### src/rtl/lbm_pkg.sv
package lbm_pkg;
  localparam int unsigned BUS_W  = 16;
  localparam int unsigned WORD_W = 2 * BUS_W;

  typedef enum logic [1:0] {
    ST_IDLE  = 2'd0,
    ST_ADDR  = 2'd1,
    ST_DLO   = 2'd2,
    ST_DHI   = 2'd3
  } lbm_state_e;
endpackage

### src/rtl/lbm_wait_timer.sv
module lbm_wait_timer #(
  parameter int unsigned WAIT_LIMIT = 64,
  localparam int unsigned CNT_W = $clog2(WAIT_LIMIT + 1)
) (
  input  logic clk_i,
  input  logic rst_ni,
  input  logic run_i,
  input  logic ready_i,
  output logic expire_o
);
  logic [CNT_W-1:0] cnt_q;
  logic             at_lim;

  assign at_lim   = (cnt_q == CNT_W'(WAIT_LIMIT - 1));
  assign expire_o = run_i && !ready_i && at_lim;

  always_ff @(posedge clk_i or negedge rst_ni) begin
    if (!rst_ni)                         cnt_q <= '0;
    else if (!run_i || ready_i || at_lim) cnt_q <= '0;
    else                                 cnt_q <= cnt_q + 1'b1;
  end


  cnt_in_range_chk: assert property (@(posedge clk_i) disable iff (!rst_ni)
    cnt_q < CNT_W'(WAIT_LIMIT));

  idle_clear_chk: assert property (@(posedge clk_i) disable iff (!rst_ni)
    !$past(run_i) |-> cnt_q == '0);
endmodule

### src/rtl/lbm_rd_collect.sv
module lbm_rd_collect #(
  parameter int unsigned BUS_W = 16,
  localparam int unsigned WORD_W = 2 * BUS_W
) (
  input  logic              clk_i,
  input  logic              rst_ni,
  input  logic              take_lo_i,
  input  logic              take_hi_i,
  input  logic              abort_i,
  input  logic [BUS_W-1:0]  lad_i,
  output logic [WORD_W-1:0] rd_data_o,
  output logic              done_o,
  output logic              err_o
);
  logic [BUS_W-1:0] lo_q;

  always_ff @(posedge clk_i or negedge rst_ni) begin
    if (!rst_ni) begin
      lo_q      <= '0;
      rd_data_o <= '0;
      done_o    <= 1'b0;
      err_o     <= 1'b0;
    end else begin
      done_o <= take_hi_i;
      err_o  <= abort_i;
      if (take_lo_i) lo_q <= lad_i;
      if (take_hi_i) rd_data_o <= {lad_i, lo_q};
    end
  end


  done_err_excl_chk: assert property (@(posedge clk_i) disable iff (!rst_ni)
    !(done_o && err_o));

  done_single_chk: assert property (@(posedge clk_i) disable iff (!rst_ni)
    done_o |=> !done_o);
endmodule

### src/rtl/lbus_master.sv
module lbus_master
  import lbm_pkg::*;
#(
  parameter int unsigned WAIT_LIMIT = 64
) (
  input  logic              clk_i,
  input  logic              rst_ni,
  input  logic              req_valid_i,
  output logic              req_ready_o,
  input  logic              req_write_i,
  input  logic [BUS_W-1:0]  req_addr_i,
  input  logic [WORD_W-1:0] req_wdata_i,
  output logic              done_o,
  output logic              err_o,
  output logic [WORD_W-1:0] rd_data_o,
  output logic              ads_no,
  output logic              wr_o,
  output logic              blast_no,
  input  logic              ready_ni,
  output logic [BUS_W-1:0]  lad_o,
  output logic              lad_oe_o,
  input  logic [BUS_W-1:0]  lad_i
);
  lbm_state_e        state_q, state_d;
  logic              write_q;
  logic [BUS_W-1:0]  addr_q;
  logic [WORD_W-1:0] wdata_q;
  logic              in_data, phase_ok, expire;

  assign in_data     = (state_q == ST_DLO) || (state_q == ST_DHI);
  assign phase_ok    = in_data && !ready_ni;
  assign req_ready_o = (state_q == ST_IDLE);

  lbm_wait_timer #(.WAIT_LIMIT(WAIT_LIMIT)) i_timer (
    .clk_i    (clk_i),
    .rst_ni   (rst_ni),
    .run_i    (in_data),
    .ready_i  (!ready_ni),
    .expire_o (expire)
  );

  lbm_rd_collect #(.BUS_W(BUS_W)) i_collect (
    .clk_i     (clk_i),
    .rst_ni    (rst_ni),
    .take_lo_i (state_q == ST_DLO && phase_ok),
    .take_hi_i (state_q == ST_DHI && phase_ok),
    .abort_i   (expire),
    .lad_i     (lad_i),
    .rd_data_o (rd_data_o),
    .done_o    (done_o),
    .err_o     (err_o)
  );

  always_comb begin
    state_d = state_q;
    unique case (state_q)
      ST_IDLE: if (req_valid_i) state_d = ST_ADDR;
      ST_ADDR: state_d = ST_DLO;
      ST_DLO:  if (phase_ok) state_d = ST_DHI; else if (expire) state_d = ST_IDLE;
      ST_DHI:  if (phase_ok || expire) state_d = ST_IDLE;
      default: state_d = ST_IDLE;
    endcase
  end

  always_ff @(posedge clk_i or negedge rst_ni) begin
    if (!rst_ni) begin
      state_q <= ST_IDLE;
      write_q <= 1'b0;
      addr_q  <= '0;
      wdata_q <= '0;
    end else begin
      state_q <= state_d;
      if (req_ready_o && req_valid_i) begin
        write_q <= req_write_i;
        addr_q  <= req_addr_i;
        wdata_q <= req_wdata_i;
      end
    end
  end

  // bus drive: address, then low half, then high half
  always_comb begin
    ads_no   = (state_q != ST_ADDR);
    blast_no = (state_q != ST_DHI);
    wr_o     = (state_q != ST_IDLE) && write_q;
    lad_oe_o = (state_q == ST_ADDR) || (in_data && write_q);
    unique case (state_q)
      ST_ADDR: lad_o = addr_q;
      ST_DLO:  lad_o = wdata_q[BUS_W-1:0];
      ST_DHI:  lad_o = wdata_q[WORD_W-1:BUS_W];
      default: lad_o = '0;
    endcase
  end


  ads_one_clk_chk: assert property (@(posedge clk_i) disable iff (!rst_ni)
    !ads_no |=> ads_no);

  ads_after_take_chk: assert property (@(posedge clk_i) disable iff (!rst_ni)
    $fell(ads_no) |-> $past(req_valid_i && req_ready_o));

  dir_match_chk: assert property (@(posedge clk_i) disable iff (!rst_ni)
    !ads_no |-> wr_o == $past(req_write_i));

  addr_on_bus_chk: assert property (@(posedge clk_i) disable iff (!rst_ni)
    !ads_no |-> (lad_oe_o && lad_o == $past(req_addr_i)));

  blast_not_ads_chk: assert property (@(posedge clk_i) disable iff (!rst_ni)
    !blast_no |-> ads_no);

  read_release_chk: assert property (@(posedge clk_i) disable iff (!rst_ni)
    (!ads_no && !wr_o) |=> !lad_oe_o);

  done_after_last_chk: assert property (@(posedge clk_i) disable iff (!rst_ni)
    done_o |-> $past(!blast_no && !ready_ni));
endmodule

### config.mk
export PLATFORM = sky130hd
export DESIGN_NAME = lbus_master
export DESIGN_NICKNAME = d
export VERILOG_FILES = /design/src/rtl/lbm_pkg.sv /design/src/rtl/lbm_wait_timer.sv /design/src/rtl/lbm_rd_collect.sv /design/src/rtl/lbus_master.sv
export SDC_FILE = /design/constraint.sdc
export NUM_CORES = 1
export LEC_CHECK = 0
export BUFFER_PORTS_ARGS = -buffer_cell sky130_fd_sc_hd__buf_2
export CAP_MARGIN = 0
export CORE_ASPECT_RATIO = 0.9
export CORE_MARGIN = 2
export CORE_UTILIZATION = 50
export CTS_CLUSTER_DIAMETER = 50
export DETAILED_ROUTE_END_ITERATION = 8
export GPL_TIMING_DRIVEN = 0
export MAX_ROUTING_LAYER = met4
export PLACE_DENSITY_LB_ADDON = 0.12
export SLEW_MARGIN = 25
export SYNTH_ARGS = -nofsm -noshare
export SYNTH_HDL_FRONTEND = slang
export SYNTH_SLANG_ARGS = --single-unit
### constraint.sdc
create_clock -name clk_i -period 3.9 [get_ports clk_i]
set_input_delay 0.39 -clock clk_i [delete_from_list [all_inputs] [get_ports clk_i]]
set_output_delay 0.39 -clock clk_i [all_outputs]
set_load 0.02 [all_outputs]
# --- After elaboration in Yosys (flattened, before gate mapping) ---
# Cells that the tools add are included.
word_totals:
  output_inout_bits: 55
  reg_bits: 108
classes:
  n_reduce_logical: 18
  n_mux: 7
  n_addsub: 1
  eq_ne: 9
ops:
  columns: ["operator", "n"]
  rows:
  - ["$pmux 16 s3", 1]
  - ["$logic_and 1x1->1", 8]
  - ["$mux 2", 4]
  - ["$pmux 2 s4", 1]
  - ["$add 7x1->7 const B", 1]
  - ["$eq 7x6->1 const B", 1]
  - ["$mux 7", 1]
  - ["$logic_or 1x1->1", 5]
  - ["$eq 2x2->1 const B", 2]
  - ["$ne 2x1->1 const B", 2]
  - ["$ne 2x2->1 const B", 2]
  - ["$ne 3x3->1 const B", 1]
  - ["$reduce_and 3->1", 1]
  - ["$eq 2x1->1 const B", 1]
  - ["$logic_not 1->1", 2]
  - ["$logic_not 2->1", 1]
  - ["$reduce_bool 2->1", 1]

# --- Logic depth before layout (Yosys ltp) ---
logic_depth:
  ltp_word: 7
  mapped_depth: 6

# --- Cells and area by module ---
# A second synthesis with hierarchy kept.
unflattened:
  cells_unflattened: 294
  hier_area_um2: 4713.3
by_module_without_submodules:
  columns: ["mod", "n_inst", "area_each_um2", "cells_per_inst"]
  rows:
  - ["lbus_master", 1, 2346.0, 160]
  - ["lbm_rd_collect", 1, 2044.5, 104]
  - ["lbm_wait_timer", 1, 322.8, 30]

# --- Least setup slack after synthesis ---
# OpenSTA, ideal clock, no wires.
synth_path:
  path_type: "reg-to-output"
  startpoint: "register state_q[0]"
  endpoint: "output port lad_o[10]"
  stages_incl_launch_ff: 5
  t_arrival_ns: 1.410
  setup_slack_ns: 2.100
  cell_sequence: "dfrtp_1 buf_4 buf_2 mux2_2 a22o_1"
synth_between:
  elab_chain_cells: 2
synth_rtl:
  columns: ["item", "line_no", "text"]
  rows:
  - ["from (decl)", "lbus_master.sv:24", "lbm_state_e state_q, state_d;"]
  - ["from (signal assigned)", "lbus_master.sv:72", "state_q <= state_d;"]
  - ["$eq 2x2->1 or $eq 2x1->1 (tied branches)", "lbus_master.sv:87", "unique case (state_q)"]
  - ["$pmux 16 s3 *", "lbus_master.sv:87", null]
  - ["to (decl)", "lbus_master.sv:20", "output logic [BUS_W-1:0] lad_o,"]
# Every way passes the cells marked *; elsewhere a longest branch is shown, timed or not.

# --- Worst setup path in the final report ---
layout_path:
  startpoint: "register state_q[1]"
  endpoint: "output port lad_oe_o"
layout_between:
  elab_chain_cells: 4
layout_rtl:
  columns: ["item", "line_no", "text"]
  rows:
  - ["$eq 2x2->1", "lbus_master.sv:30", "assign in_data = (state_q == ST_DLO) || (state_q == ST_DHI);"]
  - ["$logic_or 1x1->1", "lbus_master.sv:30", null]
  - ["$logic_and 1x1->1", "lbus_master.sv:86", "lad_oe_o = (state_q == ST_ADDR) || (in_data && write_q);"]
  - ["$logic_or 1x1->1 *", "lbus_master.sv:86", null]
  - ["to (decl)", "lbus_master.sv:21", "output logic lad_oe_o,"]
# Marked as above.

==> summary.log <==
qor: synthesis.post-synth-top-count-cell sky130_fd_sc_hd__dfrtp_1
qor: power_and_ir_drop.p_sw_frac 0.370
qor: floorplanning.start_util 0.519
qor: sta.timing.final.setup_violations 0
qor: floorplanning.design.die.area 9740 um^2
qor: synthesis.synth.top_cells.by_area sky130_fd_sc_hd__dfrtp_1 (60%), sky130_fd_sc_hd__mux2_2 (26%), sky130_fd_sc_hd__mux2_4 (3.3%)
qor: flow_run.max_cap_viol_count 0
qor: power_and_ir_drop.power.share.clock 0.141
qor: clocking.number_of_buffers_added_by_the_clock_tree_synthesis_step 9
qor: synthesis.yosysSeqAreaShare 0.603
qor: synthesis.netlist_top_cells_count sky130_fd_sc_hd__dfrtp_1 (108), sky130_fd_sc_hd__mux2_2 (103), sky130_fd_sc_hd__a22o_1 (16), sky130_fd_sc_hd__mux2_4 (10), sky130_fd_sc_hd__buf_2 (8)
qor: cells_and_area.post_layout_instance_count_excluding_filler_cells 551
qor: sta.final_min_period_over_clock_period 0.650
qor: sta.fin_worst_hold_slack 0.243 ns
qor: setup_path.cp_num_buf_inv 3
qor: setup_path.worst_path_largest_cell_delay 0.49 ns
qor: synthesis.synth_area_leader_cell sky130_fd_sc_hd__dfrtp_1
qor: clocking.tritoncts done
qor: clocking.clk_transition_reported_paths 0.11 ns
qor: routing.initialDrtViolationCount 75
qor: clocking.tritoncts_num_sinks 108
qor: power_and_ir_drop.pwr_density_cell 864 nW/um^2
qor: cells_and_area.register_area 2700 um^2
qor: floorplanning.die_h 93.8 um
qor: clocking.cts.hold.buffers_added 1
qor: worst_hold_path.worst_hold_path_type input pin to register
qor: sta.max-slew-margin-rel 0.631
qor: place.finalWeightedCongestion 0.794
qor: cells_and_area.post_route_cells_drive_above_1_share 0.627
qor: clocking.cts_max_path_buffers 2
qor: synthesis.synth_edf_count 0
qor: setup_path.crit_required 3.51 ns
qor: synthesis.syn_area_per_cell 15.4 um^2
qor: setup_path.path_cells clkbuf_1 > clkbuf_1 > nand2_1 > nand2_1 > buf_2
qor: global_routing.grt-ovfl-total 0
qor: cells_and_area.num_antenna_cells 0
qor: power_and_ir_drop.power.share.sequential 0.404
qor: routing.drt-total-wl 8.87 mm
qor: place.dp_slack 1.78 ns
qor: sta.timing.fmax 394 MHz
qor: cells_and_area.multi_input_area 1670 um^2
qor: setup_path.critical_path.endpoint_type output port
qor: synthesis.synth.net_count 361
qor: power_and_ir_drop.combinationalPowerShare 0.455
qor: synthesis.yosysTopAreaCellShare 0.603
qor: routing.via_per_inst 5.05
qor: synthesis.synth_flop_cell sky130_fd_sc_hd__dfrtp_1
qor: setup_path.arrival 2.15 ns
qor: routing.post-route-drc-count 0
qor: setup_path.critical-path-slowest-cell sky130_fd_sc_hd__clkbuf_1
qor: setup_path.path_max_fanout 10
qor: synthesis.synth_cell_types 28
qor: status.status completed
qor: sta.finalSetupTns 0 ns
qor: cells_and_area.n_fill_cell 726
qor: routing.detail_route.wl_per_cell 16.1 um
qor: synthesis.postSynth.asyncResetShare 1.00
qor: floorplanning.core_area 8650 um^2
qor: setup_path.startpoint_type register
qor: sta.drv_slew 0
qor: global_routing.antenna_found_initial 0
qor: cells_and_area.final_net_count 497
qor: power_and_ir_drop.power.ir.vdd_worst 0.430 mV
qor: floorplanning.row_count 32
qor: synthesis.postSynthCellCount 291
qor: clocking.post_cts_resized 0
qor: power_and_ir_drop.cell_internal_pwr 0.00299 W
qor: global_routing.grt_start_max_net_pins 72
qor: clocking.cts_post_setup_buffers_inserted 0
qor: place.dp_hpwl 6.23 mm
qor: routing.vias 2780
qor: clocking.root_buffer sky130_fd_sc_hd__clkbuf_8
qor: routing.antenna_left 0
qor: power_and_ir_drop.total_switching_power 0.00175 W
qor: setup_path.critical_path.top_delay_family buffers and inverters
qor: sta.setup_ws 1.36 ns
qor: synthesis.yosysWarnings 0
qor: setup_path.critical_path_class register to output port
qor: sta.clock_skew 0.00991 ns
qor: sta.timing.final.crit_period 2.54 ns
qor: clocking.worstSkewPairLatency 0.37 ns
qor: floorplanning.design.portCount 124
qor: place.buffer_ports.inserted 123
qor: power_and_ir_drop.leakage 2.62 nW
qor: place.dp_cells 534
qor: synthesis.syn-cell-area 4480 um^2
qor: global_routing.grt_util_all_layers 0.198
qor: cells_and_area.flow.area_growth_from_synthesis 22.4%
qor: sta.finalHoldViolations 0
qor: synthesis.ys_seq_elements 108
qor: routing.detailedRoute.firstPassIterationCount 4
qor: floorplanning.fp.dieW 104 um
qor: global_routing.number_of_global_route_vias_before_repair 2856
qor: sta.timing_worst_slew_pin_value 0.553 ns
qor: sta.unrepaired_setup_endpoints_after_global_routing no
qor: clocking.cts.htree.levels 3
qor: global_routing.first_pass_grt_wire_length 14.4 mm
[cell families after synthesis]
family	share of synthesized area
AOI/OAI and AO/OA	0.0382
DFF	0.603
muxes	0.294
adders and majority gates	0.00279
buffers and inverters	0.0257
and+or+nand+nor	0.0304
xor gates and xnor gates	0.00586
[area by class of cell]
| class | count | area share |
|---|---|---|
| multi-input cells | 163 | 0.304 |
| plain buffers | 16 | 0.0182 |
| repair buffers | 125 | 0.120 |
| well taps | 119 | 0.0271 |
| clock buffers | 9 | 0.0226 |
| clock inverters | 7 | 0.0130 |
| inverters | 4 | 0.00274 |
| flip-flops and latches | 108 | 0.492 |
[layout by cell type, fill, tap and decap left out, types with 2 or more instances in the layout]
cell	n
sky130_fd_sc_hd__dfrtp_1	108
sky130_fd_sc_hd__buf_6	4
sky130_fd_sc_hd__a22o_1	16
sky130_fd_sc_hd__xor2_1	2
sky130_fd_sc_hd__inv_8	2
sky130_fd_sc_hd__clkbuf_8	9
sky130_fd_sc_hd__buf_4	2
sky130_fd_sc_hd__nand2_1	7
sky130_fd_sc_hd__inv_1	4
sky130_fd_sc_hd__nor2b_1	2
sky130_fd_sc_hd__o21ai_0	2
sky130_fd_sc_hd__nand3_1	2
sky130_fd_sc_hd__nor2_1	6
sky130_fd_sc_hd__buf_2	130
sky130_fd_sc_hd__mux2_4	10
sky130_fd_sc_hd__mux2_2	103
sky130_fd_sc_hd__clkinvlp_4	2
sky130_fd_sc_hd__clkbuf_1	3
[path summary, 6_finish.rpt]
| check | depth (start not counted) | slack [ns] | from | endpoint |
|---|---|---|---|---|
| worst max-delay path | 5 | 1.36 | state_q[1] | lad_oe_o |
| worst min-delay path | 2 | 0.24 | req_wdata_i[28] | wdata_q[28] |
| worst max register to register | 3 | 2.22 | state_q[1] | i_collect.lo_q[7] |
| worst min register to register | 1 | 0.44 | i_timer.cnt_q[6] | i_collect.err_o |
| max in group asynchronous | 3 | 2.74 | rst_ni | i_collect.lo_q[12] |
| min in group asynchronous | 2 | 0.48 | rst_ni | addr_q[14] |
[metrics by stage]
step                      utilization  total power (W)  area, um^2
final                           0.635          0.00474        5490
after global placement          0.607          0.00406        5250
after CTS                       0.635          0.00480        5490
after floorplan                     -          0.00348        4480
after detailed placement        0.611          0.00413        5280
after global routing            0.635          0.00505        5490
[power groups by stage]
stage	Clock [W]	Combinational [W]	Sequential (W)
after global placement	0	0.00214	0.00191
after CTS	0.000686	0.00219	0.00192
after floorplan	0	0.00138	0.00210
after detailed placement	0	0.00219	0.00194
after global routing	0.000729	0.00233	0.00199
final	0.000667	0.00216	0.00192
[sequential cells by signal, summed over array words and instances (netlist names)]
signal and flops:
i_timer.cnt_q 7, wdata_q 32, i_collect.err_o 1, write_q 1, i_collect.rd_data_o 32, state_q 2, addr_q 16, i_collect.lo_q 16
i_collect.done_o 1
[routing by layer]
layer	global-route usage	part of all wire
met4	0.0529	0.013
met2	0.314	0.47
met3	0.0506	0.049
met5	-	0
met1	0.258	0.47
(Power assumes the default switching activity.)
